## src/rtl/dlm_pkg.sv

```systemverilog
// Package: shared types for the two-lane multiplier.
// Assumes exactly two lanes; the lane index is a single bit.
package dlm_pkg;
    typedef enum logic {LANE_0 = 1'b0, LANE_1 = 1'b1} lane_e;

    localparam int unsigned NUM_LANES = 2;
endpackage

```

## src/rtl/dlm_steer.sv

```systemverilog
// Module: dlm_steer
// Registers each request strobe and its operands and starts one lane per
// strobe, alternating. Assumes strobes are one cycle wide. The outputs come
// straight from flops so that the lanes see clean registered starts.
module dlm_steer #(
    parameter int unsigned OP_W = 8
) (
    input  logic                           clk,
    input  logic                           rst_n,
    input  logic                           new_i,
    input  logic [OP_W-1:0]                opa_i,
    input  logic [OP_W-1:0]                opb_i,
    output logic [dlm_pkg::NUM_LANES-1:0]  start_o,
    output logic [OP_W-1:0]                opa_o,
    output logic [OP_W-1:0]                opb_o
);
    import dlm_pkg::*;

    lane_e next_lane;

    // Purpose: flip the lane pointer on each accepted strobe.
    always_ff @(posedge clk) begin
        if (!rst_n) begin
            next_lane <= LANE_0;
        end else if (new_i) begin
            next_lane <= (next_lane == LANE_0) ? LANE_1 : LANE_0;
        end
    end

    // Purpose: issue a registered one-cycle start to the selected lane.
    always_ff @(posedge clk) begin
        if (!rst_n) begin
            start_o <= '0;
        end else begin
            start_o    <= '0;
            start_o[0] <= new_i && (next_lane == LANE_0);
            start_o[1] <= new_i && (next_lane == LANE_1);
        end
    end

    // Purpose: keep a copy of the operands that goes with the start strobe.
    always_ff @(posedge clk) begin
        if (!rst_n) begin
            opa_o <= '0;
            opb_o <= '0;
        end else if (new_i) begin
            opa_o <= opa_i;
            opb_o <= opb_i;
        end
    end
endmodule

```

## src/rtl/dlm_lane.sv

```systemverilog
// Module: dlm_lane
// Unsigned shift-and-add multiplier that handles one multiplier bit per cycle.
// Operands are captured on the start edge. After OP_W steps, done_o pulses
// for one cycle and prod_o holds the result until the next completion.
// A start may arrive on the same edge as the final step; both take effect.
module dlm_lane #(
    parameter int unsigned OP_W = 8
) (
    input  logic              clk,
    input  logic              rst_n,
    input  logic              start_i,
    input  logic [OP_W-1:0]   opa_i,
    input  logic [OP_W-1:0]   opb_i,
    output logic              done_o,
    output logic [2*OP_W-1:0] prod_o
);
    localparam int unsigned PROD_W = 2 * OP_W;
    localparam int unsigned CNT_W  = (OP_W > 1) ? $clog2(OP_W) : 1;
    localparam logic [CNT_W-1:0] LAST_STEP = CNT_W'(OP_W - 1);

    logic [PROD_W-1:0] mcand;
    logic [OP_W-1:0]   mplier;
    logic [PROD_W-1:0] acc;
    logic [PROD_W-1:0] acc_next;
    logic [CNT_W-1:0]  step;
    logic              busy;

    // Purpose: add the shifted multiplicand when the current multiplier bit is 1.
    always_comb begin
        acc_next = mplier[0] ? (acc + mcand) : acc;
    end

    // Purpose: step the datapath, finish after the last step, load on start.
    always_ff @(posedge clk) begin
        if (!rst_n) begin
            mcand  <= '0;
            mplier <= '0;
            acc    <= '0;
            step   <= '0;
            busy   <= 1'b0;
            done_o <= 1'b0;
            prod_o <= '0;
        end else begin
            done_o <= 1'b0;
            if (busy) begin
                acc    <= acc_next;
                mcand  <= mcand << 1;
                mplier <= mplier >> 1;
                step   <= step + 1'b1;
                if (step == LAST_STEP) begin
                    busy   <= 1'b0;
                    done_o <= 1'b1;
                    prod_o <= acc_next;
                end
            end
            if (start_i) begin
                mcand  <= {{OP_W{1'b0}}, opa_i};
                mplier <= opb_i;
                acc    <= '0;
                step   <= '0;
                busy   <= 1'b1;
            end
        end
    end
endmodule

```

## src/rtl/dlm_merge.sv

```systemverilog
// Module: dlm_merge
// Picks the product of the lane that has just finished and registers it
// together with a shared one-cycle ready. Assumes at most one lane finishes
// in any cycle; if two did, the lowest index would win.
module dlm_merge #(
    parameter int unsigned OP_W = 8
) (
    input  logic                           clk,
    input  logic                           rst_n,
    input  logic [dlm_pkg::NUM_LANES-1:0]  done_i,
    input  logic [2*OP_W-1:0]              prod_i [dlm_pkg::NUM_LANES],
    output logic                           ready_o,
    output logic [2*OP_W-1:0]              product_o
);
    import dlm_pkg::*;

    localparam int unsigned PROD_W = 2 * OP_W;

    logic [PROD_W-1:0] pick;
    logic              any_done;

    // Purpose: choose the finishing lane, lowest index first.
    always_comb begin
        pick     = '0;
        any_done = 1'b0;
        for (int i = NUM_LANES - 1; i >= 0; i--) begin
            if (done_i[i]) begin
                pick     = prod_i[i];
                any_done = 1'b1;
            end
        end
    end

    // Purpose: register the ready pulse and update the held product.
    always_ff @(posedge clk) begin
        if (!rst_n) begin
            ready_o   <= 1'b0;
            product_o <= '0;
        end else begin
            ready_o <= any_done;
            if (any_done) begin
                product_o <= pick;
            end
        end
    end
endmodule

```

## src/rtl/dual_lane_mult.sv

```systemverilog
// Module: dual_lane_mult (top)
// Two sequential multiplier lanes fed alternately by a steering stage and
// merged onto one output. Result latency is OP_W+2 edges after the sampling
// edge. Assumes request strobes are at least OP_W/2 cycles apart.
module dual_lane_mult #(
    parameter int unsigned OP_W = 8
) (
    input  logic              clk,
    input  logic              rst_n,
    input  logic              new_i,
    input  logic [OP_W-1:0]   opa_i,
    input  logic [OP_W-1:0]   opb_i,
    output logic [2*OP_W-1:0] product_o,
    output logic              ready_o
);
    import dlm_pkg::*;

    localparam int unsigned PROD_W = 2 * OP_W;

    logic [NUM_LANES-1:0] lane_start;
    logic [NUM_LANES-1:0] lane_done;
    logic [PROD_W-1:0]    lane_prod [NUM_LANES];
    logic [OP_W-1:0]      opa_q;
    logic [OP_W-1:0]      opb_q;

    dlm_steer #(.OP_W(OP_W)) u_steer (
        .clk     (clk),
        .rst_n   (rst_n),
        .new_i   (new_i),
        .opa_i   (opa_i),
        .opb_i   (opb_i),
        .start_o (lane_start),
        .opa_o   (opa_q),
        .opb_o   (opb_q)
    );

    for (genvar g = 0; g < NUM_LANES; g++) begin : g_lane
        dlm_lane #(.OP_W(OP_W)) u_lane (
            .clk     (clk),
            .rst_n   (rst_n),
            .start_i (lane_start[g]),
            .opa_i   (opa_q),
            .opb_i   (opb_q),
            .done_o  (lane_done[g]),
            .prod_o  (lane_prod[g])
        );
    end

    dlm_merge #(.OP_W(OP_W)) u_merge (
        .clk       (clk),
        .rst_n     (rst_n),
        .done_i    (lane_done),
        .prod_i    (lane_prod),
        .ready_o   (ready_o),
        .product_o (product_o)
    );
endmodule

```

## config.mk

```make
export PLATFORM = sky130hd
export DESIGN_NAME = dual_lane_mult
export DESIGN_NICKNAME = d
export VERILOG_FILES = /design/src/rtl/dlm_pkg.sv /design/src/rtl/dlm_steer.sv /design/src/rtl/dlm_lane.sv /design/src/rtl/dlm_merge.sv /design/src/rtl/dual_lane_mult.sv
export SDC_FILE = /design/constraint.sdc
export NUM_CORES = 1
export LEC_CHECK = 0
export BUFFER_PORTS_ARGS = -buffer_cell sky130_fd_sc_hd__buf_2
export CAP_MARGIN = 20
export CORE_MARGIN = 1.5
export CORE_UTILIZATION = 29
export DETAILED_ROUTE_END_ITERATION = 10
export PLACE_DENSITY_LB_ADDON = 0.3
export SYNTH_ARGS = -nofsm -noshare
export SYNTH_HDL_FRONTEND = slang
export SYNTH_SLANG_ARGS = --single-unit
```

## constraint.sdc

```tcl
create_clock -name clk -period 2.3 [get_ports clk]
set_input_delay 0.345 -clock clk [delete_from_list [all_inputs] [get_ports clk]]
set_output_delay 0.345 -clock clk [all_outputs]
set_load 0.01 [all_outputs]
```

Word level (Yosys, flattened, before mapping). Index checks and enable logic that the tools add are counted.

Register bits after elaboration: 158. Logic and storage cells: 63. Output and inout port bits: 17. Input bits: 19.

Equal/unequal tests: 2. Multiplexer cells: 23. Bitwise logic cells: 2. Add/sub/neg operators: 4. Reduce and logical (&&, ||, !) cells: 10.

Operators by type and width (count): 16-bit two-way mux (4); 8-bit two-way mux (8); 16-bit adder (2); 1-bit two-way mux (11); 2-bit AND reduction (4); 3-bit by 1-bit adder with 3-bit output, second input constant (2); 3-bit == test, second input constant (2); 2-bit nonzero test (2); 2-bit OR reduction (2); 1-bit logical AND (2); 1-bit inverter (2).

Logic depth before layout (Yosys ltp).
Word-level depth: 4. Depth in mapped cells: 9. Depth with buffers taken out: 9.

By module. From an unflattened synthesis, not the netlist that was laid out.

Cells, all modules: 878. Area, all modules: 8011.4 µm².

Modules (own cells, without submodules): dlm_lane at g_lane[1].u_lane (instances 1, area an instance 3238.1 µm², cells an instance 375, sequential area each 1221.2 µm²); dlm_lane at g_lane[0].u_lane (instances 1, area an instance 3189.3 µm², cells an instance 371, sequential area each 1221.2 µm²); dlm_merge (instances 1, area an instance 878.3 µm², cells an instance 73, sequential area each 340.3 µm²); dlm_steer (instances 1, area an instance 705.7 µm², cells an instance 59, sequential area each 380.4 µm²).

Least setup slack after synthesis. No wires, ideal clock.

Path kind: reg-to-reg. Start: register g_lane[1].u_lane.acc[8]. End: register g_lane[1].u_lane.acc[15]. Arrival: 2.198 ns. Stages on the path, launching flop included: 10. Clock period less this slack: 2.321 ns. Buffers on the path: 1. Setup slack: -0.021 ns. Library setup time: 0.123 ns. Data required time: 2.177 ns. Cell sequence: dfxtp_1 > ha_1 > buf_6 > a21o_1 > a21o_1 > a221oi_2 > a21oi_2 > mux2_4 > o21ai_2 > mux2_1.

Word-level cells in the longest chain between the ends: 2.

Ends and longest elaborated chain: from (decl) (RTL line dlm_lane.sv:23) `logic [PROD_W-1:0] acc;`; from (signal assigned) (RTL line dlm_lane.sv:46) `acc <= acc_next;`; 16-bit adder (RTL line dlm_lane.sv:30) `acc_next = mplier[0] ? (acc + mcand) : acc;`; 16-bit two-way mux (RTL line dlm_lane.sv:30).

No other way between the ends. A chain may end at the register's enable or synchronous reset.

Worst setup path in the final report.
Start: register g_lane[1].u_lane.acc[0]. End: register g_lane[1].u_lane.acc[14].

The elaborated chain is that of the path after synthesis.

==> reports/summary.txt <==
Crit-path cells - ha_2 -> fa_2 -> a21o_1 -> nand3_2 -> a31oi_4 -> a311oi_4 -> a2bb2oi_2 -> or4_1 -> nand3_1
Buf/Inv on CP - 0
R2r endpoint - g_lane[1].u_lane.acc[14]
CP arrival - 2.63 ns
Run status - completed
Hold endpoint - u_steer.opa_o[4]
Largest stage delay on the critical path - 0.47 ns
Setup TNS - 0 ns
Synth Flop Type - dfxtp_1
Yosys top cell by area - dfxtp_1
Relative max-transition margin - 62.1%
Post-Syn Nets - 935
Mapped Cells - 880
Final HPWL DP - 13.3 mm
Via density - 4.88
Leak Pwr - 3.90 nW
Hold-fix buffers at CTS - 0
GRT Total Usage - 14.2%
Final Non-Filler Cells - 1,280
R2R Setup Slk - 0.04 ns
Mean Syn Cell Area - 8.89 sq um
Crit path time final - 2.26 ns
DRT antenna net count - 0
Setup violations, final - 0
Total power - 6.77 mW
Most frequent cells after synthesis - dfxtp_1 (158), nand2_1 (106), mux2i_1 (100)
Hold_sp - opa_i[4]
First-pass GRT wire length - 31.6 mm
DRC - 0
Clock-pin slew on the worst setup and hold paths - 0.07 ns
Fmax - 442 MHz
Post-synth EDFFs - 0
CTS tree - yes
Final Cycle Share - 98.3%
Height of the die - 167 um
Clk_lat worst skew - 0.43 ns
Routed wire length per instance - 15.0 um
Vias in the first global route - 5,983
Routed WL - 19.2 mm
# H-tree levels - 4
Total CTS buffers - 17
Most common cell in the netlist - dfxtp_1
Initial antenna violation count - 0
Max-slew violations - 0
Post-Syn Area - 7820 sq um
Core area - 26,300 sq um
Area of the multi-input gates - 4650 sq um
Clk sink count - 158
Worst R2R Path Depth - 9
Diodes inserted - 0
Ranking of synthesized cells by area - dfxtp_1 (40%), mux2i_1 (13%), ha_1 (5.4%)
Layout Nets - 987
RSZ-0062 raised after global routing - true
Yosys warns - 0
Critical path's top delay family - compound AO/OA/AOI/OAI gates
Seq cells post-synth - 158
Worst hold path depth - 3
PnR worst setup slack - 0.0385 ns
Starting Density - 29.8%
Largest net degree at the start of global routing - 60
Row cnt - 59
Post-synthesis sequential area ratio - 40.4%
Die width - 167 um
Die area - 28,000 sq um
Congestion Overflow GR - 0
Startpoint types - flop
HP Class - in -> reg
I/O Buffers - 35
Crit. End Element - flop
Pre-CTS WS - -0.0946 ns
I/O pins - 36
Placed inst area - 8610 sq um
Clock Path Buffers - 2
Placed cell count - 1,246
Fillers - 2,716
Root buffer cell - clkbuf_16
Unique masters post-synth - 54
Number of DRC markers in iteration 0 - 307
Maxcap violations - 0
Crit-path slowest cell - or4_1
Post-Layout Inst Area - 9640 sq um
Clock skew - 0.00991 ns
Crit-path max FO - 3
Reg2reg start - g_lane[1].u_lane.acc[0]
Maximum VDD drop - 0.432 mV
Crit path kind - reg -> reg
Storage element area - 3170 sq um
Slew of the pin with the lowest slew margin - 0.569 ns
Vias - 6,242
Worst EP required - 2.67 ns
Async SR Flop Fraction - 0%
Pre-Repair DR Iteration Count - 4
Share of cells above drive strength 1 - 18.5%
Final GP Congestion - 0.804
Pwr per Cell Area - 702 nW/um^2
Layout area overhead - 23.3%
Final Hold Viols - 0
Yosys top cell area share - 40.4%
state kept, by name (all words and copies together) (netlist names):
signal / flops
g_lane.u_lane.mplier: 16
g_lane.u_lane.done_o: 2
g_lane.u_lane.mcand: 32
u_steer.opa_o: 8
g_lane.u_lane.step: 6
u_steer.next_lane: 1
g_lane.u_lane.prod_o: 32
g_lane.u_lane.busy: 2
u_steer.start_o: 2
u_steer.opb_o: 8
u_merge.product_o: 16
u_merge.ready_o: 1
g_lane.u_lane.acc: 32
how the worst max path moves through the flow:
| stage | start | end | slack (ns) | cells past startpoint |
|---|---|---|---|---|
| 2_1_floorplan | g_lane[1].u_lane.acc[8] | g_lane[1].u_lane.acc[15] | -0.002 | 9 |
| 3_3_place_gp | g_lane[1].u_lane.acc[0] | g_lane[1].u_lane.acc[14] | -0.07 | 9 |
| 3_5_place_dp | g_lane[1].u_lane.acc[0] | g_lane[1].u_lane.acc[14] | -0.09 | 9 |
| 4_1_cts | g_lane[0].u_lane.acc[0] | g_lane[0].u_lane.prod_o[14] | 0.001 | 9 |
| 5_1_grt | g_lane[0].u_lane.acc[0] | g_lane[0].u_lane.acc[10] | -0.06 | 9 |
| 6_report | g_lane[1].u_lane.acc[0] | g_lane[1].u_lane.acc[14] | 0.04 | 9 |
cells by family after synthesis:
family                   synth area share [%]
adder cells (fa/ha/maj)                  5.95
AND/OR/NAND/NOR                          17.6
XOR/XNOR                                 3.02
AO/OA/AOI/OAI                            16.4
buffers and inverters                    3.30
flip-flops                               40.4
multiplexers                             13.3
power breakdown:
group | internal, mW | switching, mW | total [mW]
Sequential | 2.78 | 0.0530 | 2.83
Clock | 2.43 | 1.19 | 3.62
Combinational | 0.133 | 0.179 | 0.313
Total | 5.35 | 1.42 | 6.77
layout by cell type (no fill, tap or decap), drive strengths merged, types with 3 or more instances in the layout:
master	instances
a22o	4
and3	5
nand2	106
bufinv	9
buf	92
o211a	12
a21boi	3
o21a	5
nand3	15
a31oi	11
a21oi	53
nand2b	6
nor3b	6
clkbuf	19
ha	34
a21o	15
a41oi	3
dfxtp	158
clkinv	3
o211ai	5
and2	50
or3	7
o21ai	71
inv	7
nor3	5
mux2i	100
xnor2	17
mux2	3
xor2	10
nor2	54
a211oi	10
nor2b	24
tightest hold or removal path: stages:
cell and delay, ns:
buf_2 0.07, mux2i_1 0.06, nor2b_1 0.09
per-layer routing:
metal / up-vias / part of all wire, % / global-route usage, %
li1: 3206 / - / -
met1: 2920 / 52 / 20.0
met2: 98 / 43 / 21.3
met3: 18 / 3.6 / 3.45
met4: 0 / 1.3 / 4.03
met5: - / 0 / 0
metrics by stage:
stage | utilization (%) | hold WS (ns)
after CTS | 35.9 | 0.156
after global placement | 32.8 | 0.438
after detailed placement | 32.8 | 0.441
final | 36.7 | 0.173
after floorplan | - | 0.420
after global routing | 36.7 | 0.170
layout make-up:
class,count,area share (%)
multi-input cells,657,48.2
flip-flops and latches,158,32.9
repair buffers,92,6.39
clock buffers,19,4.70
well taps,335,4.35
clock inverters,13,3.17
inverters,6,0.234
what timing repair did:
action / in CTS / in global routing
setup endpoints to repair: 13 / 29
buffers inserted: 0 / 2
pin swaps: 5 / 18
resized for setup: 11 / 44
No activity file was read; power rests on OpenSTA's default activity.
